## src/rtl/fsr_pkg.sv

```systemverilog
package fsr_pkg;
   typedef enum logic [2:0] {
      OP_IDLE    = 3'd0,
      OP_PROG    = 3'd1,
      OP_ERASE   = 3'd2,
      OP_SPNDING = 3'd3,
      OP_SUSP    = 3'd4,
      OP_FAIL    = 3'd5
   } op_state_e;

   localparam int POLL_POS = 7;
   localparam int TGL_POS  = 6;
   localparam int ERR_POS  = 5;
endpackage

```

## src/rtl/fsr_op_ctrl.sv

```systemverilog
module fsr_op_ctrl
   import fsr_pkg::*;
#(
   parameter int CW       = 16,
   parameter int SUSP_LAT = 4
) (
   input  logic          clk,
   input  logic          rst_n,
   input  logic          prog_start,
   input  logic          erase_start,
   input  logic          suspend_req,
   input  logic          resume_req,
   input  logic          reset_cmd,
   input  logic          force_fail,
   input  logic [CW-1:0] busy_cycles,
   input  logic          prog_msb,
   output op_state_e     st,
   output logic          pd_msb,
   output logic          was_erase
);
   localparam int SW = (SUSP_LAT > 1) ? $clog2(SUSP_LAT) : 1;
   localparam op_state_e SUSP_ENTRY = (SUSP_LAT == 0) ? OP_SUSP : OP_SPNDING;

   initial begin
      assert (CW >= 1) else $fatal(1, "CW must be at least 1");
      assert (SUSP_LAT >= 0) else $fatal(1, "SUSP_LAT must not be negative");
   end

   logic [CW-1:0] cnt;
   logic          fail_q;
   logic          sus_done;
   logic          finish;

   assign finish = (cnt == '0);

   generate
      if (SUSP_LAT == 0) begin : g_sus_none
         assign sus_done = 1'b1;
      end else begin : g_sus_cnt
         logic [SW-1:0] sus_cnt;
         always_ff @(posedge clk or negedge rst_n) begin
            if (!rst_n) begin
               sus_cnt <= '0;
            end else if (st == OP_ERASE && suspend_req) begin
               sus_cnt <= SW'(SUSP_LAT - 1);
            end else if (st == OP_SPNDING && sus_cnt != '0) begin
               sus_cnt <= sus_cnt - SW'(1);
            end
         end
         assign sus_done = (sus_cnt == '0);
      end
   endgenerate

   always_ff @(posedge clk or negedge rst_n) begin
      if (!rst_n) begin
         st        <= OP_IDLE;
         cnt       <= '0;
         pd_msb    <= 1'b0;
         was_erase <= 1'b0;
         fail_q    <= 1'b0;
      end else begin
         unique case (st)
            OP_IDLE: begin
               if (prog_start) begin
                  st        <= OP_PROG;
                  cnt       <= busy_cycles;
                  pd_msb    <= prog_msb;
                  was_erase <= 1'b0;
                  fail_q    <= force_fail;
               end else if (erase_start) begin
                  st        <= OP_ERASE;
                  cnt       <= busy_cycles;
                  was_erase <= 1'b1;
                  fail_q    <= force_fail;
               end
            end
            OP_PROG: begin
               if (finish) st <= fail_q ? OP_FAIL : OP_IDLE;
               else        cnt <= cnt - CW'(1);
            end
            OP_ERASE: begin
               if (suspend_req) st  <= SUSP_ENTRY;
               else if (finish) st  <= fail_q ? OP_FAIL : OP_IDLE;
               else             cnt <= cnt - CW'(1);
            end
            OP_SPNDING: begin
               if (sus_done) st <= OP_SUSP;
            end
            OP_SUSP: begin
               if (resume_req) st <= OP_ERASE;
            end
            OP_FAIL: begin
               if (reset_cmd) st <= OP_IDLE;
            end
            default: st <= OP_IDLE;
         endcase
      end
   end

   AST_CNT_DESCENDS: assert property (@(posedge clk) disable iff (!rst_n)
      (st == OP_PROG && cnt != '0) |=> (cnt == $past(cnt) - CW'(1)));
   AST_FAIL_STICKY: assert property (@(posedge clk) disable iff (!rst_n)
      (st == OP_FAIL && !reset_cmd) |=> (st == OP_FAIL));
   AST_BUSY_KEEPS_BIT: assert property (@(posedge clk) disable iff (!rst_n)
      (st == OP_PROG && cnt != '0) |=> (st == OP_PROG && pd_msb == $past(pd_msb)));
endmodule

```

## src/rtl/fsr_toggle.sv

```systemverilog
module fsr_toggle
   import fsr_pkg::*;
(
   input  logic      clk,
   input  logic      rst_n,
   input  logic      rd_stb,
   input  op_state_e st,
   output logic      tog
);
   logic stb_q;
   logic active;

   assign active = (st == OP_PROG) || (st == OP_ERASE) ||
                   (st == OP_SPNDING) || (st == OP_FAIL);

   always_ff @(posedge clk or negedge rst_n) begin
      if (!rst_n) begin
         stb_q <= 1'b0;
         tog   <= 1'b0;
      end else begin
         stb_q <= rd_stb;
         if (active && rd_stb && !stb_q) tog <= ~tog;
      end
   end

   AST_TGL_FROZEN: assert property (@(posedge clk) disable iff (!rst_n)
      (st == OP_SUSP || st == OP_IDLE) |=> $stable(tog));
   AST_TGL_ONCE: assert property (@(posedge clk) disable iff (!rst_n)
      (rd_stb && stb_q) |=> $stable(tog));
endmodule

```

## src/rtl/fsr_word_mux.sv

```systemverilog
module fsr_word_mux
   import fsr_pkg::*;
#(
   parameter int DW = 8
) (
   input  op_state_e     st,
   input  logic          tog,
   input  logic          pd_msb,
   input  logic          was_erase,
   input  logic          in_blk,
   input  logic [DW-1:0] array_data,
   output logic [DW-1:0] word
);
   always_comb begin
      word = '0;
      unique case (st)
         OP_IDLE: word = array_data;
         OP_PROG: begin
            word[POLL_POS] = ~pd_msb;
            word[TGL_POS]  = tog;
         end
         OP_ERASE, OP_SPNDING: begin
            word[TGL_POS] = tog;
         end
         OP_SUSP: begin
            if (in_blk) begin
               word[POLL_POS] = 1'b1;
               word[TGL_POS]  = tog;
            end else begin
               word = array_data;
            end
         end
         OP_FAIL: begin
            word[POLL_POS] = was_erase ? 1'b0 : ~pd_msb;
            word[TGL_POS]  = tog;
            word[ERR_POS]  = 1'b1;
         end
         default: word = array_data;
      endcase
   end
endmodule

```

## src/rtl/flash_status_reporter.sv

```systemverilog
module flash_status_reporter
   import fsr_pkg::*;
#(
   parameter int DW       = 8,
   parameter int CW       = 16,
   parameter int SUSP_LAT = 4
) (
   input  logic          clk,
   input  logic          rst_n,
   input  logic          prog_start,
   input  logic          erase_start,
   input  logic [DW-1:0] prog_data,
   input  logic [CW-1:0] busy_cycles,
   input  logic          force_fail,
   input  logic          suspend_req,
   input  logic          resume_req,
   input  logic          reset_cmd,
   input  logic          in_erase_blk,
   input  logic [DW-1:0] array_data,
   input  logic          rd_stb,
   output logic [DW-1:0] rd_data
);
   initial begin
      assert (DW >= 8) else $fatal(1, "DW must hold the status bits");
   end

   op_state_e st;
   logic      pd_msb;
   logic      was_erase;
   logic      tog;

   fsr_op_ctrl #(.CW(CW), .SUSP_LAT(SUSP_LAT)) u_ctrl (
      .clk         (clk),
      .rst_n       (rst_n),
      .prog_start  (prog_start),
      .erase_start (erase_start),
      .suspend_req (suspend_req),
      .resume_req  (resume_req),
      .reset_cmd   (reset_cmd),
      .force_fail  (force_fail),
      .busy_cycles (busy_cycles),
      .prog_msb    (prog_data[POLL_POS]),
      .st          (st),
      .pd_msb      (pd_msb),
      .was_erase   (was_erase)
   );

   fsr_toggle u_tgl (
      .clk    (clk),
      .rst_n  (rst_n),
      .rd_stb (rd_stb),
      .st     (st),
      .tog    (tog)
   );

   fsr_word_mux #(.DW(DW)) u_mux (
      .st         (st),
      .tog        (tog),
      .pd_msb     (pd_msb),
      .was_erase  (was_erase),
      .in_blk     (in_erase_blk),
      .array_data (array_data),
      .word       (rd_data)
   );

   AST_IDLE_PASS: assert property (@(posedge clk) disable iff (!rst_n)
      (st == OP_IDLE) |-> (rd_data == array_data));
endmodule

```

## config.mk

```make
export PLATFORM = sky130hd
export DESIGN_NAME = flash_status_reporter
export DESIGN_NICKNAME = d
export VERILOG_FILES = /design/src/rtl/fsr_pkg.sv /design/src/rtl/fsr_op_ctrl.sv /design/src/rtl/fsr_toggle.sv /design/src/rtl/fsr_word_mux.sv /design/src/rtl/flash_status_reporter.sv
export SDC_FILE = /design/constraint.sdc
export NUM_CORES = 1
export LEC_CHECK = 0
export BUFFER_PORTS_ARGS = -buffer_cell sky130_fd_sc_hd__clkbuf_2
export CAP_MARGIN = 40
export CORE_MARGIN = 4
export CORE_UTILIZATION = 50
export CTS_CLUSTER_SIZE = 8
export DETAILED_ROUTE_END_ITERATION = 8
export PLACE_DENSITY_LB_ADDON = 0.08
export SLEW_MARGIN = 0
export SYNTH_ARGS = -nofsm -noshare
export SYNTH_HDL_FRONTEND = slang
export SYNTH_SLANG_ARGS = --single-unit
```

## constraint.sdc

```tcl
create_clock -name clk -period 2.2 [get_ports clk]
set_clock_uncertainty 0.2 [all_clocks]
set_input_delay 0.11 -clock clk [delete_from_list [all_inputs] [get_ports clk]]
set_output_delay 0.11 -clock clk [all_outputs]
set_load 0.1 [all_outputs]
```

Word-level counts from Yosys, hierarchy flattened
Index checks and enable logic that the tools add are counted.
{"block": "op_classes", "add_sub_neg": 2, "multipliers": 0, "div_mod_pow": 0, "order_cmp": 0, "eq_ne": 10, "n_shift": 0, "mux": 27, "bitwise_logic": 2, "reduce_logical": 22}
{"cell": "$mux W16", "n": 4}
{"cell": "$pmux W16 S3", "n": 1}
{"cell": "$mux W3", "n": 8}
{"cell": "$pmux W3 S6", "n": 1}
{"cell": "$logic_not A16 Y1", "n": 1}
{"cell": "$sub A16 B1 Y16 const B", "n": 1}
{"cell": "$pmux W5 S2", "n": 1}
{"cell": "$eq A3 B2 Y1 const B", "n": 2}
{"cell": "$eq A3 B3 Y1 const B", "n": 2}
{"cell": "$mux W2", "n": 3}
{"cell": "$mux W6", "n": 1}
{"cell": "$ne A2 B2 Y1 const B", "n": 3}
{"cell": "$reduce_bool A2 Y1", "n": 3}
{"cell": "$mux W1", "n": 5}
{"cell": "$logic_and A1 B1 Y1", "n": 4}
{"cell": "$pmux W1 S4", "n": 1}
{"cell": "$reduce_and A2 Y1", "n": 2}
{"cell": "$reduce_and A4 Y1", "n": 1}
{"cell": "$reduce_or A4 Y1", "n": 1}
{"cell": "$eq A3 B1 Y1 const B", "n": 1}
{"cell": "$logic_not A3 Y1", "n": 1}
{"cell": "$logic_or A1 B1 Y1", "n": 3}
{"cell": "$ne A3 B3 Y1 const B", "n": 1}
{"cell": "$pmux W1 S3", "n": 1}
{"cell": "10 further kinds", "n": 11}
{"block": "word_totals", "ff_bits": 26, "latchBits": 0, "mem_bits_rw": 0, "rom_bits": 0, "input_bits": 42, "out_inout_bits": 8, "wordCells": 71, "n_memories": 0}

Logic depth before layout (Yosys ltp)
Gate-level depths: netlist of run 1.
{"block": "depth", "word_depth": 6, "depth_mapped": 8}

By module
A second synthesis of run 1 with hierarchy kept.
{"block": "hier_totals", "cells_unflattened": 206, "area_unflattened_um2": 1736.7}
{"mod": "fsr_op_ctrl", "instances": 1, "cells_per_inst": 181, "area_each_um2": 1515.2, "seq_area_each_um2": 600.6}
{"mod": "fsr_word_mux", "instances": 1, "cells_per_inst": 18, "area_each_um2": 133.9, "seq_area_each_um2": 0.0}
{"mod": "fsr_toggle", "instances": 1, "cells_per_inst": 7, "area_each_um2": 87.6, "seq_area_each_um2": 50.0}

Worst setup path before layout of run 1
OpenSTA, ideal clock, no wires.
{"block": "synth_timing", "path_kind": "reg2out", "startpoint": "reg u_ctrl.st[0]", "endpoint": "out rd_data[5]", "arrival_ns": 3.059, "t_required_ns": 1.890, "slack_ns": -1.169, "path_stages_with_launch": 5, "path_buffers": 2, "cell_sequence": "dfrtp_1 buf_2 clkbuf_1 a21oi_1 o21ai_0"}
{"block": "synth_between", "elab_chain_len": 3}
{"element": "from (decl)", "line": "fsr_op_ctrl.sv:17", "rtl": "output op_state_e st,"}
{"element": "from (signal assigned)", "line": "fsr_op_ctrl.sv:78", "rtl": "if (finish) st <= fail_q ? OP_FAIL : OP_IDLE;"}
{"element": "from (signal assigned)", "line": "fsr_op_ctrl.sv:83", "rtl": "else if (finish) st <= fail_q ? OP_FAIL : OP_IDLE;"}
{"element": "$eq A3 B1 Y1 or $eq A3 B2 Y1 (tied branches)", "line": "fsr_word_mux.sv:16", "rtl": "unique case (st)"}
{"element": "$reduce_or A3 Y1 (no source line)"}
{"element": "$pmux W1 S3 (*)", "line": "fsr_word_mux.sv:16"}
{"element": "to (decl)", "line": "flash_status_reporter.sv:21", "rtl": "output logic [DW-1:0] rd_data"}
Every way passes the cells marked *; elsewhere a longest branch is shown, timed or not.

Worst setup path in the final report of run 1
{"block": "layout_timing", "startpoint": "reg u_ctrl.cnt[0]", "endpoint": "reg u_ctrl.cnt[10]"}
{"block": "layout_between", "elab_chain_len": 4}
{"element": "from (decl)", "line": "fsr_op_ctrl.sv:29", "rtl": "logic [CW-1:0] cnt;"}
{"element": "from (signal assigned)", "line": "fsr_op_ctrl.sv:66", "rtl": "cnt <= busy_cycles;"}
{"element": "from (signal assigned)", "line": "fsr_op_ctrl.sv:72", "rtl": "cnt <= busy_cycles;"}
{"element": "from (signal assigned)", "line": "fsr_op_ctrl.sv:79", "rtl": "else cnt <= cnt - CW'(1);"}
{"element": "$sub A16 B1 Y16 or $logic_not A16 Y1 (tied branches)", "line": "fsr_op_ctrl.sv:79, fsr_op_ctrl.sv:84, fsr_op_ctrl.sv:34"}
{"element": "$mux W16 (*)", "line": "fsr_op_ctrl.sv:78, fsr_op_ctrl.sv:83"}
{"element": "$mux W16", "line": "fsr_op_ctrl.sv:82", "rtl": "if (suspend_req) st <= SUSP_ENTRY;"}
{"element": "$pmux W16 S3 (*)", "line": "fsr_op_ctrl.sv:62", "rtl": "unique case (st)"}
Every way passes the cells marked *; elsewhere a longest branch is shown, timed or not. The select of a mux whose other input is x is not followed.
A chain may end at the register's enable or synchronous reset.

==> results of run 1 <==
-- through the flow --
step / std cells / cell area (um^2) / hold WS (ns) / total power [mW]
after floorplan: 212 / 1800 / -0.386 / 3.23
after global placement: 308 / 2260 / -0.0281 / 4.10
after detailed placement: 308 / 2260 / -0.0327 / 4.13
after CTS: 336 / 2530 / 0.0144 / 4.40
after global routing: 337 / 2560 / 0.0135 / 4.77
final: 337 / 2560 / 0.0198 / 4.44
-- layout make-up --
class	count	share of cell area
inverters	9	0.0132
multi-input cells	165	0.411
flip-flops and latches	26	0.256
repair buffers	88	0.289
clock buffers	3	0.00881
well taps	46	0.0225
-- power by group through the flow --
stage / combinational (mW) / sequential [mW] / clock [mW]
global placement: 3.12 / 0.978 / 0
floorplan: 2.31 / 0.921 / 0
finish: 3.25 / 0.983 / 0.199
detailed placement: 3.16 / 0.976 / 0
global route: 3.53 / 1.02 / 0.224
CTS: 3.22 / 0.967 / 0.205
-- flip-flops by register name (all words and copies together), names as in the netlist --
| name | flops |
|---|---|
| u_ctrl.cnt | 16 |
| u_ctrl.st | 3 |
| u_ctrl.g_sus_cnt.sus_cnt | 2 |
| u_ctrl.fail_q | 1 |
| u_ctrl.pd_msb | 1 |
| u_ctrl.was_erase | 1 |
| u_tgl.stb_q | 1 |
| u_tgl.tog | 1 |
-- Yosys cell counts, drive strengths merged (2+ instances only) --
cell type | number | area, um^2
a21oi | 21 | 109
a22oi | 3 | 22.5
a32oi | 3 | 26.3
and2 | 5 | 31.3
buf | 7 | 56.3
clkbuf | 5 | 18.8
dfrtp | 26 | 651
ha | 3 | 37.5
inv | 9 | 33.8
mux2 | 5 | 56.3
mux2i | 2 | 20.0
nand2 | 16 | 60.1
nand2b | 2 | 12.5
nand3 | 2 | 10.0
nor2 | 27 | 104
nor3 | 11 | 60.1
nor3b | 3 | 27.5
nor4 | 5 | 46.3
o21a | 3 | 30.0
o21ai | 20 | 100
o21bai | 2 | 18.8
o22a | 4 | 35.0
o22ai | 4 | 25.0
o2bb2ai | 4 | 41.3
xnor2 | 2 | 17.5
-- what timing repair did --
item	CTS	global route
endpoints found under the setup margin	0	14
hold endpoints to repair	49	0
buffers inserted	0	1
hold buffers	25	0
gates resized for setup	0	6
-- worst paths after layout --
| path | start | endpoint | slack [ns] | depth (start not counted) |
|---|---|---|---|---|
| max | u_ctrl.cnt[0] | u_ctrl.cnt[10] | 0.09 | 8 |
| min | busy_cycles[2] | u_ctrl.cnt[2] | 0.02 | 4 |
| max reg2reg | u_ctrl.cnt[0] | u_ctrl.cnt[10] | 0.09 | 8 |
| min reg2reg | u_tgl.tog | u_tgl.tog | 0.28 | 1 |
| max in group asynchronous | rst_n | u_ctrl.st[2] | 1.19 | 2 |
| min in group asynchronous | rst_n | u_ctrl.cnt[1] | 0.14 | 2 |
-- worst reg2reg max path: cells and delay by family (launching register included) --
kind	cells	cell delay [ns]
and+or+nand+nor	3	0.67
buffers and inverters	2	0.27
adders and majority gates	1	0.21
AOI/OAI and AO/OA	2	0.23
DFF	1	0.42
-- kinds of logic (layout without fill, tap and decap cells) --
group / after synthesis / in the layout / share of synthesized area
AND/OR/NAND/NOR: 79 / 79 / 0.230
AO/OA/AOI/OAI: 74 / 74 / 0.273
flip-flops: 26 / 26 / 0.363
buffers and inverters: 21 / 100 / 0.0607
multiplexers: 7 / 7 / 0.0426
adder cells (fa/ha/maj): 3 / 3 / 0.0209
XOR/XNOR: 2 / 2 / 0.00977
-- layer usage --
layer,track usage,up-vias,part of all wire
met5,0,-,0
met3,0.0394,8,0.046
li1,-,940,-
met4,0.0521,0,0.019
met1,0.274,846,0.46
met2,0.348,52,0.47
==> impl_results.md, run 1 <==
- Status: finished, final reports clean
- CP delay by family, top: simple AND/OR/NAND/NOR gates
- Relative slew margins: 0.547
- Clock slew at reported path FFs: 0.14 ns
- Worst VDD drop: 0.795 mV
- CP endpoint kind: flip-flop
- Sequential group share of total power: 0.221
- Max incr delay on CP: 0.46 ns
- Port bufs: 42
- Power density over the cells: 1740 nW/um^2
- Setup-failing EPs final: 0
- Yosys warnings: 0
- Syn-to-layout area delta: 42.6%
- Fin crit share: 0.957
- CP Max Fanout: 4
- Multi-input gate area: 1050 um^2
- Setup_tns: 0 ns
- Initial antenna violation count: 0
- DIE AREA: 4610 um^2
- Die width: 67.9 um
- CP startpoint kind: flip-flop
- Clock power frac: 0.045
- Clk sinks: 26
- Root Driver: clkbuf_4
- Final hold violation count: 0
- Primary FF master, synth: dfrtp_1
- Drt wl/cell: 13.5 um
- Async SR Flop Fraction: 1.00
- Commonest non-fill, non-tap cell in the layout: clkbuf_2
- FF+latch count, synth: 26
- Crit path required time: 2.21 ns
- Vias in the first global route: 1683
- Global router's overall resource usage: 0.207
- Cell variety after synth: 54
- Slowest cell on crit path: or3b_2
- Vias/cell: 5.48
- WP data arrival: 2.11 ns
- Core footprint: 3390 um^2
- First DRT Iteration DRCs: 105
- First-pass GRT wire length: 7360 um
- Post-place setup slack: 0.134 ns
- Post-synthesis cell area: 1790 um^2
- Tmin final: 2.11 ns
- DP HPWL: 3230 um
- Mean area per synthesized cell: 8.46 um^2
- Sw Pwr: 2.24 mW
- Pleak: 1.11 nW
- Worst setup margin: 0.0942 ns
- DRT Pass-1 Iters: 5
- Ant diodes: 0
- Hold Path Class: input port to flip-flop
- Filler instances: 256
- Crit path cell chain: inv_1 -> ha_2 -> or3b_2 -> nor3_1 -> buf_4 -> nand2_1 -> a21oi_1 -> o22ai_1
- Most frequent cells in the layout: clkbuf_2, nor2_1, dlygate4sd3_1, dfrtp_1, buf_4
- Fin util: 0.754
- Max Root-Sink Buffers: 2
- Net Sw Frac: 0.505
- Syn Inst Count: 212
- Nets: 338
- Pint: 2.19 mW
- Max-slew violations: 0
- Placer Congestion: 0.831
- Starting Density: 0.529
- Unrepaired setup endpoints after global routing: no
- Die H: 67.9 um
- Combinational share of power: 0.734
- Vias: 1846
- Fraction of layout cells with a size suffix above 1: 0.306
- Reg area: 653 um^2
- Total gr overflow: 0
- Seq/Total Area, Yosys: 0.363
- Max Freq: 0.475 GHz
- CTS tree: yes
- DRC violations left: 0
- Worst Tran Pin Value: 0.680 ns
- Antenna-violating nets left: 0
- Ports: 50
- Setup CP Type: flip-flop to flip-flop
- Syn nets: 257
- Total CTS buffers: 3
- Clock H-tree levels: 1
- Clk_lat worst skew: 0.32 ns
- Max Cap Violations: 0
- CP Buf/Inv Count: 2
- EDFF count, synth: 0
- Largest net degree at the start of global routing: 27
- Floorplan row count: 21
- Total wire length: 4560 um
Note: power is estimated with default switching activity, not from simulation.
==> inputs of run 2 (changes only) <==
--- a/config.mk
+++ b/config.mk
@@ -8,7 +8,7 @@
 export BUFFER_PORTS_ARGS = -buffer_cell sky130_fd_sc_hd__clkbuf_2
 export CAP_MARGIN = 40
 export CORE_MARGIN = 4
-export CORE_UTILIZATION = 50
+export CORE_UTILIZATION = 52
 export CTS_CLUSTER_SIZE = 8
 export DETAILED_ROUTE_END_ITERATION = 8
 export PLACE_DENSITY_LB_ADDON = 0.08
@@ -16,3 +16,4 @@
 export SYNTH_ARGS = -nofsm -noshare
 export SYNTH_HDL_FRONTEND = slang
 export SYNTH_SLANG_ARGS = --single-unit
+export TNS_END_PERCENT = 50
==> run 2 against run 1 <==
Clock power rose by 24%. Via count shrank 1.1%. Sequential cell count stayed put. Critical path depth down 2. Maximum frequency shrank 1.4%. Non-clock buffer count unchanged. First-iteration DRC count is 34% lower. Largest cell class unchanged.
==> impl_results.md, run 2 (same netlist as run 1, synthesis figures left out) <==
- Vias in the first global route: 1741 (+3.4%)
- Pleak: 1.12 nW (+1.1%)
- Hold Path Class: input port to flip-flop
- Drt wl/cell: 14.3 um (+5.6%)
- Clk sinks: 26 (unchanged)
- Total wire length: 4830 um (+5.9%)
- Total gr overflow: 0 (unchanged)
- Crit path cell chain: buf_4 -> nor3_2 -> buf_4 -> nand2_1 -> mux2_2 -> dlygate4sd3_1
- Max Freq: 0.468 GHz (-1.4%)
- Clock slew at reported path FFs: 0.15 ns (about the same)
- CP Buf/Inv Count: 3 (+1)
- Worst Tran Pin Value: 0.672 ns (-0.00814 ns)
- Slowest cell on crit path: dlygate4sd3_1
- Fin cells: 338 (+0.30%)
- Fin util: 0.777 (+0.0224)
- Max reg flops: 16 (unchanged)
- Post-place setup slack: 0.0172 ns (-0.117 ns)
- Ports: 50 (unchanged)
- Ant diodes: 0 (unchanged)
- CP startpoint kind: flip-flop
- Clk_lat worst skew: 0.32 ns (about the same)
- Max Cap Violations: 0 (unchanged)
- Placed Cells: 305 (-0.97%)
- Syn-to-layout area delta: 44.5%
- Power density over the cells: 1770 nW/um^2 (+1.8%)
- Starting Density: 0.537 (+0.00833)
- Worst setup margin: 0.0641 ns (-0.0301 ns)
- Fraction of layout cells with a size suffix above 1: 0.318 (+0.0127)
- Worst VDD drop: 0.819 mV (+3.0%)
- Placer Congestion: 0.812 (-2.3%)
- Floorplan row count: 21 (unchanged)
- Tmin final: 2.14 ns (+0.0301 ns)
- Port bufs: 42 (unchanged)
- Antenna-violating nets left: 0 (unchanged)
- Relative slew margins: 0.552 (+0.00543)
- Setup CP Type: flip-flop to flip-flop
- Global router's overall resource usage: 0.229 (+0.0224)
- Biggest register: u_ctrl.cnt
- Initial antenna violation count: 0 (unchanged)
- Max incr delay on CP: 0.56 ns (+0.10 ns)
- Core footprint: 3340 um^2 (-1.6%)
- Die width: 66.7 um (-1.7%)
- Root Driver: clkbuf_4
- Vias/cell: 5.40 (-1.4%)
- CTS tree: yes
- First DRT Iteration DRCs: 69 (-34%)
- Setup-failing EPs final: 0 (unchanged)
- Final hold violation count: 0 (unchanged)
- Status: finished, final reports clean
- CP endpoint kind: flip-flop
- Vias: 1826 (-1.1%)
- DRC violations left: 0 (unchanged)
- Clock H-tree levels: 1 (unchanged)
- DRT Pass-1 Iters: 4 (-1)
- Worst path most repeated cell: buf_4
- Filler instances: 237 (-7.4%)
- Crit path required time: 2.22 ns (about the same)
- Setup_tns: 0 ns (unchanged)
- Die H: 66.7 um (-1.7%)
- Max-slew violations: 0 (unchanged)
- Total power: 4.58 mW (+3.2%)
- Most frequent cells in the layout: clkbuf_2, nor2_1, dlygate4sd3_1, dfrtp_1
- CP Max Fanout: 11 (+7)
- Nets: 338 (unchanged)
- WP data arrival: 2.15 ns (+0.04 ns)
- Max Root-Sink Buffers: 2 (unchanged)
- DIE AREA: 4450 um^2 (-3.4%)
- Largest net degree at the start of global routing: 27 (unchanged)
- CP delay by family, top: buffers and inverters
- Fin crit share: 0.971 (+0.0137)
- DP HPWL: 3300 um (+2.4%)
- First-pass GRT wire length: 7860 um (+6.9%)
- Total CTS buffers: 3 (unchanged)
- Commonest non-fill, non-tap cell in the layout: clkbuf_2
- Top Registers: u_ctrl.cnt x16, u_ctrl.st x3, u_ctrl.g_sus_cnt.sus_cnt x2
run 2: cell count changes in the layout (fill, tap and decap cells not counted), sizes merged:
cell,previous run,this run
clkbuf,37,39
buf,29,28
run 2: report_power, final:
part,leakage [nW],internal (mW),total (mW),switching [mW]
sequential,0.309,0.722,0.968,0.246
clock,0.0210,0.101,0.246,0.145
combinational,0.794,1.44,3.36,1.92
total,1.12,2.26,4.58,2.31
run 2: timing repair:
item                                   CTS  global route
setup endpoints to repair                3             8
gates resized for setup                  3             7
buffers inserted                         1             3
hold buffers                            25             0
endpoints found under the hold margin   49             0
pin swaps                                0             1
run 2: worst register-to-register path, stage by stage, from the launching register on:
cell,delay (ns)
dfrtp_2,0.44
buf_4,0.18
nor3_2,0.19
buf_4,0.14
nand2_1,0.05
mux2_2,0.27
dlygate4sd3_1,0.56
run 2: cell type report:
| cell class | instances | area (um^2) | area share |
|---|---|---|---|
| inverters | 9 | 33.8 | 0.0130 |
| flip-flops and latches | 26 | 653 | 0.252 |
| clock buffers | 4 | 36.3 | 0.0140 |
| repair buffers | 88 | 736 | 0.284 |
| multi-input cells | 165 | 1070 | 0.415 |
| well taps | 46 | 57.6 | 0.0222 |
run 2: final timing paths:
kind                              start                     endpoint  slack [ns]  cells past startpoint
setup reg to reg           u_ctrl.st[0]                u_ctrl.pd_msb        0.06                      6
hold reg to reg               u_tgl.tog                    u_tgl.tog        0.29                      1
min in group asynchronous         rst_n  u_ctrl.g_sus_cnt.sus_cnt[1]        0.13                      2
hold / removal              suspend_req  u_ctrl.g_sus_cnt.sus_cnt[1]        0.02                      5
max in group asynchronous         rst_n                 u_ctrl.st[0]        1.21                      2
setup / recovery           u_ctrl.st[0]                u_ctrl.pd_msb        0.06                      6
run 2: metrics by stage:
step / cell area [um^2] / hold slack [ns]
floorplan: 1800 / -0.386
finish: 2590 / 0.0157
detailed placement: 2230 / -0.0292
global route: 2590 / 0.0278
CTS: 2540 / 0.00497
global placement: 2230 / -0.0285
run 2: layer usage:
layer | vias to the layer above | track usage | wire length [um]
met5 | - | 0 | 0
met2 | 55 | 0.397 | 2460
li1 | 936 | - | -
met1 | 827 | 0.297 | 2060
met4 | 0 | 0.0609 | 68
met3 | 8 | 0.0320 | 238
